==> src/rtl/tamper_pkg.sv <==
package tamper_pkg;
   // status bit positions
   localparam int ST_VIOL    = 0;
   localparam int ST_NVAL    = 1;
   // control bit positions
   localparam int CT_FAIL_HL = 16;
   localparam int CT_CFG_SL  = 29;
   localparam int CT_CFG_HL  = 30;
   // register addresses
   localparam int A_CTRL     = 0;
   localparam int A_STAT     = 4;
   localparam int A_IRQEN    = 8;
   localparam int A_TCFG     = 12;
   localparam int EVT_MAX    = 10;

   typedef enum logic [3:0] {
      EV_VOLT, EV_CLK, EV_TEMP, EV_SECCTL, EV_XBOOT,
      EV_XA, EV_XB, EV_MESH, EV_TOVF, EV_MOVF
   } evt_e;

   // status position of the cause bit for event input i
   function automatic int cause_bit(input int i);
      if (i < int'(EV_TOVF)) return 16 + i;
      else                   return i - 6;
   endfunction
endpackage

==> src/rtl/tmp_cause_bank.sv <==
module tmp_cause_bank #(
   parameter int N_EVT = 10
) (
   input  logic             clk,
   input  logic             bat_rst_n,
   input  logic [N_EVT-1:0] evt,
   input  logic [N_EVT-1:0] en,
   input  logic [N_EVT-1:0] clr,
   output logic [N_EVT-1:0] cause,
   output logic             hit
);
   logic [N_EVT-1:0] arm;
   assign arm = evt & en;
   assign hit = |arm;

   for (genvar g = 0; g < N_EVT; g++) begin : g_cause
      always_ff @(posedge clk or negedge bat_rst_n) begin
         if (!bat_rst_n)   cause[g] <= 1'b0;
         else if (arm[g])  cause[g] <= 1'b1;
         else if (clr[g])  cause[g] <= 1'b0;
      end
   end
endmodule

==> src/rtl/tmp_cfg_regs.sv <==
module tmp_cfg_regs #(
   parameter int N_EVT = 10
) (
   input  logic             clk,
   input  logic             bat_rst_n,
   input  logic             sys_por,
   input  logic             ctrl_we,
   input  logic             tcfg_we,
   input  logic             ie_we,
   input  logic             set_fail_hl,
   input  logic             set_cfg_sl,
   input  logic             set_cfg_hl,
   input  logic [N_EVT-1:0] tcfg_wdata,
   input  logic             ie_wdata,
   output logic             fail_hl,
   output logic             cfg_sl,
   output logic             cfg_hl,
   output logic [N_EVT-1:0] tcfg,
   output logic             irq_en
);
   always_ff @(posedge clk or negedge bat_rst_n) begin
      if (!bat_rst_n) begin
         fail_hl <= 1'b0;
         cfg_hl  <= 1'b0;
      end else if (ctrl_we) begin
         fail_hl <= fail_hl | set_fail_hl;
         cfg_hl  <= cfg_hl  | set_cfg_hl;
      end
   end

   always_ff @(posedge clk or negedge bat_rst_n) begin
      if (!bat_rst_n)   cfg_sl <= 1'b0;
      else if (sys_por) cfg_sl <= 1'b0;
      else if (ctrl_we) cfg_sl <= cfg_sl | set_cfg_sl;
   end

   always_ff @(posedge clk or negedge bat_rst_n) begin
      if (!bat_rst_n)                       tcfg <= '0;
      else if (tcfg_we && !cfg_sl && !cfg_hl) tcfg <= tcfg_wdata;
   end

   always_ff @(posedge clk or negedge bat_rst_n) begin
      if (!bat_rst_n)   irq_en <= 1'b0;
      else if (sys_por) irq_en <= 1'b0;
      else if (ie_we)   irq_en <= ie_wdata;
   end
endmodule

==> src/rtl/tmp_state_flags.sv <==
module tmp_state_flags (
   input  logic clk,
   input  logic bat_rst_n,
   input  logic sys_por,
   input  logic hit,
   input  logic any_cause,
   input  logic fail_hl,
   input  logic clr_viol,
   input  logic clr_nval,
   output logic viol,
   output logic nval
);
   logic viol_ok;
   assign viol_ok = clr_viol && nval && !fail_hl && !any_cause;

   always_ff @(posedge clk or negedge bat_rst_n) begin
      if (!bat_rst_n)   viol <= 1'b0;
      else if (hit)     viol <= 1'b1;
      else if (viol_ok) viol <= 1'b0;
   end

   always_ff @(posedge clk or negedge bat_rst_n) begin
      if (!bat_rst_n)               nval <= 1'b1;
      else if (sys_por && viol)     nval <= 1'b1;
      else if (clr_nval && !viol)   nval <= 1'b0;
   end
endmodule

==> src/rtl/tamper_supervisor.sv <==
module tamper_supervisor #(
   parameter int N_EVT  = 10,
   parameter int DATA_W = 32,
   parameter int ADDR_W = 4
) (
   input  logic              clk,
   input  logic              bat_rst_n,
   input  logic              sys_por,
   input  logic [N_EVT-1:0]  evt_pulse,
   input  logic              wr_en,
   input  logic [ADDR_W-1:0] wr_addr,
   input  logic [DATA_W-1:0] wr_data,
   input  logic [ADDR_W-1:0] rd_addr,
   output logic [DATA_W-1:0] rd_data,
   output logic              freeze,
   output logic              irq
);
   import tamper_pkg::*;

   if (N_EVT < 1 || N_EVT > EVT_MAX) begin : g_bad_evt
      $error("N_EVT out of range");
   end
   if (DATA_W < CT_CFG_HL + 1) begin : g_bad_data
      $error("DATA_W too narrow for control bits");
   end
   if (ADDR_W < 4) begin : g_bad_addr
      $error("ADDR_W too narrow for register map");
   end

   logic             we_ok, ctrl_we, stat_we, ie_we, tcfg_we;
   logic             fail_hl, cfg_sl, cfg_hl, irq_en, viol, nval, hit, any_cause;
   logic [N_EVT-1:0] tcfg, cause, clr, wsel;
   logic [DATA_W-1:0] ctrl_word, stat_word;

   assign we_ok   = wr_en && !sys_por;
   assign ctrl_we = we_ok && (wr_addr == ADDR_W'(A_CTRL));
   assign stat_we = we_ok && (wr_addr == ADDR_W'(A_STAT));
   assign ie_we   = we_ok && (wr_addr == ADDR_W'(A_IRQEN));
   assign tcfg_we = we_ok && (wr_addr == ADDR_W'(A_TCFG));

   for (genvar g = 0; g < N_EVT; g++) begin : g_wsel
      assign wsel[g] = wr_data[cause_bit(g)];
   end
   assign clr       = (stat_we && nval && !fail_hl) ? wsel : '0;
   assign any_cause = |cause;

   tmp_cfg_regs #(.N_EVT(N_EVT)) u_cfg (
      .clk(clk), .bat_rst_n(bat_rst_n), .sys_por(sys_por),
      .ctrl_we(ctrl_we), .tcfg_we(tcfg_we), .ie_we(ie_we),
      .set_fail_hl(wr_data[CT_FAIL_HL]), .set_cfg_sl(wr_data[CT_CFG_SL]),
      .set_cfg_hl(wr_data[CT_CFG_HL]), .tcfg_wdata(wr_data[N_EVT-1:0]),
      .ie_wdata(wr_data[0]),
      .fail_hl(fail_hl), .cfg_sl(cfg_sl), .cfg_hl(cfg_hl),
      .tcfg(tcfg), .irq_en(irq_en)
   );

   tmp_cause_bank #(.N_EVT(N_EVT)) u_bank (
      .clk(clk), .bat_rst_n(bat_rst_n), .evt(evt_pulse), .en(tcfg),
      .clr(clr), .cause(cause), .hit(hit)
   );

   tmp_state_flags u_flags (
      .clk(clk), .bat_rst_n(bat_rst_n), .sys_por(sys_por), .hit(hit),
      .any_cause(any_cause), .fail_hl(fail_hl),
      .clr_viol(stat_we && wr_data[ST_VIOL]),
      .clr_nval(stat_we && wr_data[ST_NVAL]),
      .viol(viol), .nval(nval)
   );

   always_comb begin
      stat_word = '0;
      stat_word[ST_VIOL] = viol;
      stat_word[ST_NVAL] = nval;
      for (int i = 0; i < N_EVT; i++) stat_word[cause_bit(i)] = cause[i];
      ctrl_word = '0;
      ctrl_word[CT_FAIL_HL] = fail_hl;
      ctrl_word[CT_CFG_SL]  = cfg_sl;
      ctrl_word[CT_CFG_HL]  = cfg_hl;
   end

   always_comb begin
      rd_data = '0;
      if (rd_addr == ADDR_W'(A_CTRL))       rd_data = ctrl_word;
      else if (rd_addr == ADDR_W'(A_STAT))  rd_data = stat_word;
      else if (rd_addr == ADDR_W'(A_IRQEN)) rd_data[0] = irq_en;
      else if (rd_addr == ADDR_W'(A_TCFG))  rd_data[N_EVT-1:0] = tcfg;
   end

   assign freeze = viol;
   assign irq    = viol && irq_en;
endmodule

==> config.mk <==
export PLATFORM = sky130hd
export DESIGN_NAME = tamper_supervisor
export DESIGN_NICKNAME = d
export VERILOG_FILES = /design/src/rtl/tamper_pkg.sv /design/src/rtl/tmp_cause_bank.sv /design/src/rtl/tmp_cfg_regs.sv /design/src/rtl/tmp_state_flags.sv /design/src/rtl/tamper_supervisor.sv
export SDC_FILE = /design/constraint.sdc
export NUM_CORES = 1
export LEC_CHECK = 0
export CAP_MARGIN = 30
export CORE_MARGIN = 8
export CORE_UTILIZATION = 25
export CTS_BUF_LIST = sky130_fd_sc_hd__clkbuf_8
export DETAILED_ROUTE_END_ITERATION = 12
export DONT_BUFFER_PORTS = 1
export PLACE_DENSITY = 0.47
export SETUP_SLACK_MARGIN = 0.3
export SYNTH_ARGS = -nofsm -noshare
export SYNTH_HDL_FRONTEND = slang
export SYNTH_SLANG_ARGS = --single-unit
==> constraint.sdc <==
create_clock -name clk -period 3.2 [get_ports clk]
set_input_delay 0.48 -clock clk [delete_from_list [all_inputs] [get_ports clk]]
set_output_delay 0.48 -clock clk [all_outputs]
set_load 0.03 [all_outputs]
==> results list <==
* Startpoint class of the critical path: register
- Counting flops with a built-in enable in the synthesized netlist gives 0.
* Worst reg2reg setup slack: around 1.4 ns
- Unrepaired setup endpoints after global routing: no
- Setup-violating endpoint count in the final report: 0
* Vias after detailed routing: between 1000 and 1500
* Placed Cells incl. Taps: about 200
- Number of input and output port buffers inserted: 0
- The cell sitting at the root of the clock tree is a sky130_fd_sc_hd__clkbuf_8.
* Critical R2R Launch: u_flags.nval$_DFFE_PN1P_
* Routability Congestion: ~0.78
- Final routed DRC violation total: 0
* Number of nets in the layout: approximately 190
* IO Pins: 88
* Critical R2R Capture: u_flags.viol$_DFFE_PN0P_
- Count of state elements after synthesis: 26
- Buffers from clock root to sink, at most: 2
- The flow ran to the end, and the final reports show no timing, DRC or antenna violations.
- Die Footprint: around 8400 sq um
- Achievable clock frequency: about 490 MHz
- Buffers inserted to repair hold after CTS numbered 1.
* Setup Fix Bufs, Post-CTS: 0
- The initial antenna violation count came to 0.
- Final antenna diode count: 0
* Count of endpoints failing hold in the final timing report: 0
- After layout, the design draws a total of roughly 0.76 mW.
- Number of instances resized during post-cts repair: 0
- After clock tree synthesis, the clock-pin slew on the worst setup and hold paths is about 0.090 ns.
- Width of the chip: around 92 um
- Measured slew at the worst slew-check pin: ~0.58 ns
- Dividing the detail-routed via count by the number of cells gives between 4 and 5.
- In this run the static leakage power is between 0.6 and 0.7 nW.
* DR WL/cell: between 20 and 25 um
* Crit-path max FO: 6
- Each instance of the synthesized netlist takes up on average about 11 sq um.
* Worst-Skew Late Latency: approximately 0.27 ns
- On the final layout, the worst clock skew is 0.00170 ns.
* Worst hold margin: approximately 0.016 ns
- Of the cells placed in the final design, the portion with a size suffix greater than 1 is 18.0%.
- Worst Reg-to-Reg Cells: 4
- After synthesis, the netlist uses 27 different library cells.
* Wire length of the first global-routing pass: between 6000 and 7000 um
- Half-perimeter wire length after detailed placement: about 3400 um
- In this run the worst hold path is classified as in -> async.
* Register area share after synthesis: between 40 and 50%
- Vertical die dimension: between 90 and 100 um
* Cell count after synthesis: 135
- Area delta synth->final: 8.16%
* Number of routed nets with antenna violations: 0
- Total number of clock tree sinks: 26
- Utilization after layout: 28.0%
- Clock tree from TritonCTS: built
- The routed design has 4240 um of wire.
- Entering global routing, the biggest net connects 26 pins.
* Minimum period implied by the final worst setup slack: 2.05 ns
- Async S/R FF share, synth: 100%
- Total gr overflow: 0
* Total number of yosys warnings: 0
- Overall track demand over capacity in global routing: around 10%
- Critical setup path kind: reg -> out
- Max rail drop VDD: 170 uV
- Dividing the final minimum period by the clock period gives 64.0%.
- Core Box Area: 5510 sq um
- After the first detailed-routing iteration, the DRC count stood at ~40.
- Total iterations of the first detailed-routing run: 6
- Counting the buffers created by CTS gives 3.
- Via count of the first global-routing pass: between 1000 and 1500
* Most frequently used flop master after synthesis: sky130_fd_sc_hd__dfrtp_1
* Worst path arrival time: between 1.5 and 2 ns
* Count of standard-cell rows: 27
- The finished layout holds between 200 and 250 standard cells, fillers aside.
- Headroom to the max-slew limit came out at about three fifths.
- After routing, the total negative slack on setup checks comes to 0 ns.
- The tool flagged a number of max-cap violations equal to 0.
- In this run the number of H-tree levels came out at 1.
- Worst Path Required: roughly 2.7 ns
- Once the floorplan was initialized, standard cells occupied between 20% and 30% of the core.
- STA classifies the critical path endpoint as a primary output.
- Slew Viols, Final: 0
- PwrDens: slightly below 500 nW/um^2
- The synthesized netlist occupies a cell area of between 1000 and 1500 sq um.
==> cell type report <==
cell class	instances	area [sq um]
fillers	587	3960
clock buffers	4	55.1
multi-input cells	106	711
repair buffers	3	35.0
flip-flops and latches	26	652
well taps	72	90.1
==> critical path: stages, from the launching register on <==
cell and delay [ns]:
sky130_fd_sc_hd__dfrtp_1 0.63, sky130_fd_sc_hd__mux2_2 0.25, sky130_fd_sc_hd__a21oi_1 0.06, sky130_fd_sc_hd__nor3_1 0.16, sky130_fd_sc_hd__buf_4 0.20
==> stage by stage <==
step / area [sq um] / setup slack, ns
2_1_floorplan: 1470 / 1.04
3_3_place_gp: 1470 / 1.18
3_5_place_dp: 1470 / 1.18
4_1_cts: 1540 / 1.11
5_1_grt: 1540 / 1.05
6_report: 1540 / 1.15
==> placed cells by master (no fill, tap or decap), drive strengths merged <==
master | Yosys | final
dfstp | 1 | 1
nor3b | 1 | 1
or4b | 1 | 1
nand4 | 3 | 3
mux2i | 4 | 4
nor2 | 11 | 11
conb | 1 | 12
buf | 13 | 3
a21o | 3 | 3
nor4b | 1 | 1
and2 | 11 | 11
nor3 | 2 | 2
and2b | 1 | 1
a21oi | 3 | 3
or4bb | 1 | 1
clkbuf | 1 | 4
mux2 | 12 | 12
nor4 | 5 | 5
nand2 | 14 | 14
a22o | 11 | 11
a221oi | 1 | 1
and3 | 6 | 6
dfrtp | 25 | 25
a22oi | 3 | 3
==> cells in the mapped netlist, types with 2 or more instances <==
| library cell | number | area [sq um] |
|---|---|---|
| sky130_fd_sc_hd__a21oi_1 | 3 | 15.0 |
| sky130_fd_sc_hd__a22o_1 | 11 | 96.3 |
| sky130_fd_sc_hd__nor4_1 | 5 | 31.3 |
| sky130_fd_sc_hd__nor3_1 | 2 | 10.0 |
| sky130_fd_sc_hd__mux2i_1 | 4 | 40.0 |
| sky130_fd_sc_hd__nor2_1 | 10 | 37.5 |
| sky130_fd_sc_hd__mux2_2 | 12 | 135 |
| sky130_fd_sc_hd__a22oi_1 | 3 | 22.5 |
| sky130_fd_sc_hd__a21o_1 | 3 | 22.5 |
| sky130_fd_sc_hd__nand4_1 | 2 | 12.5 |
| sky130_fd_sc_hd__nand2_1 | 14 | 52.6 |
| sky130_fd_sc_hd__buf_4 | 12 | 90.1 |
| sky130_fd_sc_hd__and3_1 | 6 | 37.5 |
| sky130_fd_sc_hd__and2_1 | 11 | 68.8 |
| sky130_fd_sc_hd__dfrtp_1 | 25 | 626 |
==> power by group <==
group	total (mW)	switching [mW]	internal, mW
Combinational	0.131	0.0721	0.0589
Clock	0.212	0.102	0.110
Sequential	0.418	0.0427	0.375
Total	0.761	0.217	0.544
==> flip-flops by register name, indices dropped and copies added (netlist names) <==
name	flops
u_cfg.fail_hl	1
u_cfg.tcfg	10
u_flags.nval	1
u_cfg.irq_en	1
u_flags.viol	1
u_cfg.cfg_hl	1
u_bank.cause	10
u_cfg.cfg_sl	1
==> routing by layer <==
layer  GRT usage (%)  share of wire (%)
met5               0                  0
met4            2.86               0.45
met3            5.10                 13
met2            16.6                 49
met1            11.2                 38
==> worst max-delay path by stage <==
stage                              from           to  slack (ns)  depth (start not counted)
2_1_floorplan                rd_addr[3]  rd_data[16]        1.04                          2
3_5_place_dp                 rd_addr[1]  rd_data[17]        1.18                          4
4_1_cts        u_flags.viol$_DFFE_PN0P_   rd_data[0]        1.11                          4
5_1_grt        u_flags.viol$_DFFE_PN0P_   rd_data[0]        1.05                          4
3_3_place_gp                 rd_addr[1]  rd_data[17]        1.18                          4
6_report       u_flags.viol$_DFFE_PN0P_   rd_data[0]        1.15                          4
==> kinds of logic (layout without fill, tap and decap cells) <==
logic type / Yosys count / count (layout) / share of synthesized area [%]
other: 1 / 12 / 0.263
DFF: 26 / 26 / 45.7
muxes: 16 / 16 / 12.3
buffers and inverters: 14 / 7 / 7.37
AOI/OAI and AO/OA: 21 / 21 / 11.6
and+or+nand+nor: 57 / 57 / 22.8
Note: power is estimated with default switching activity, not from simulation.
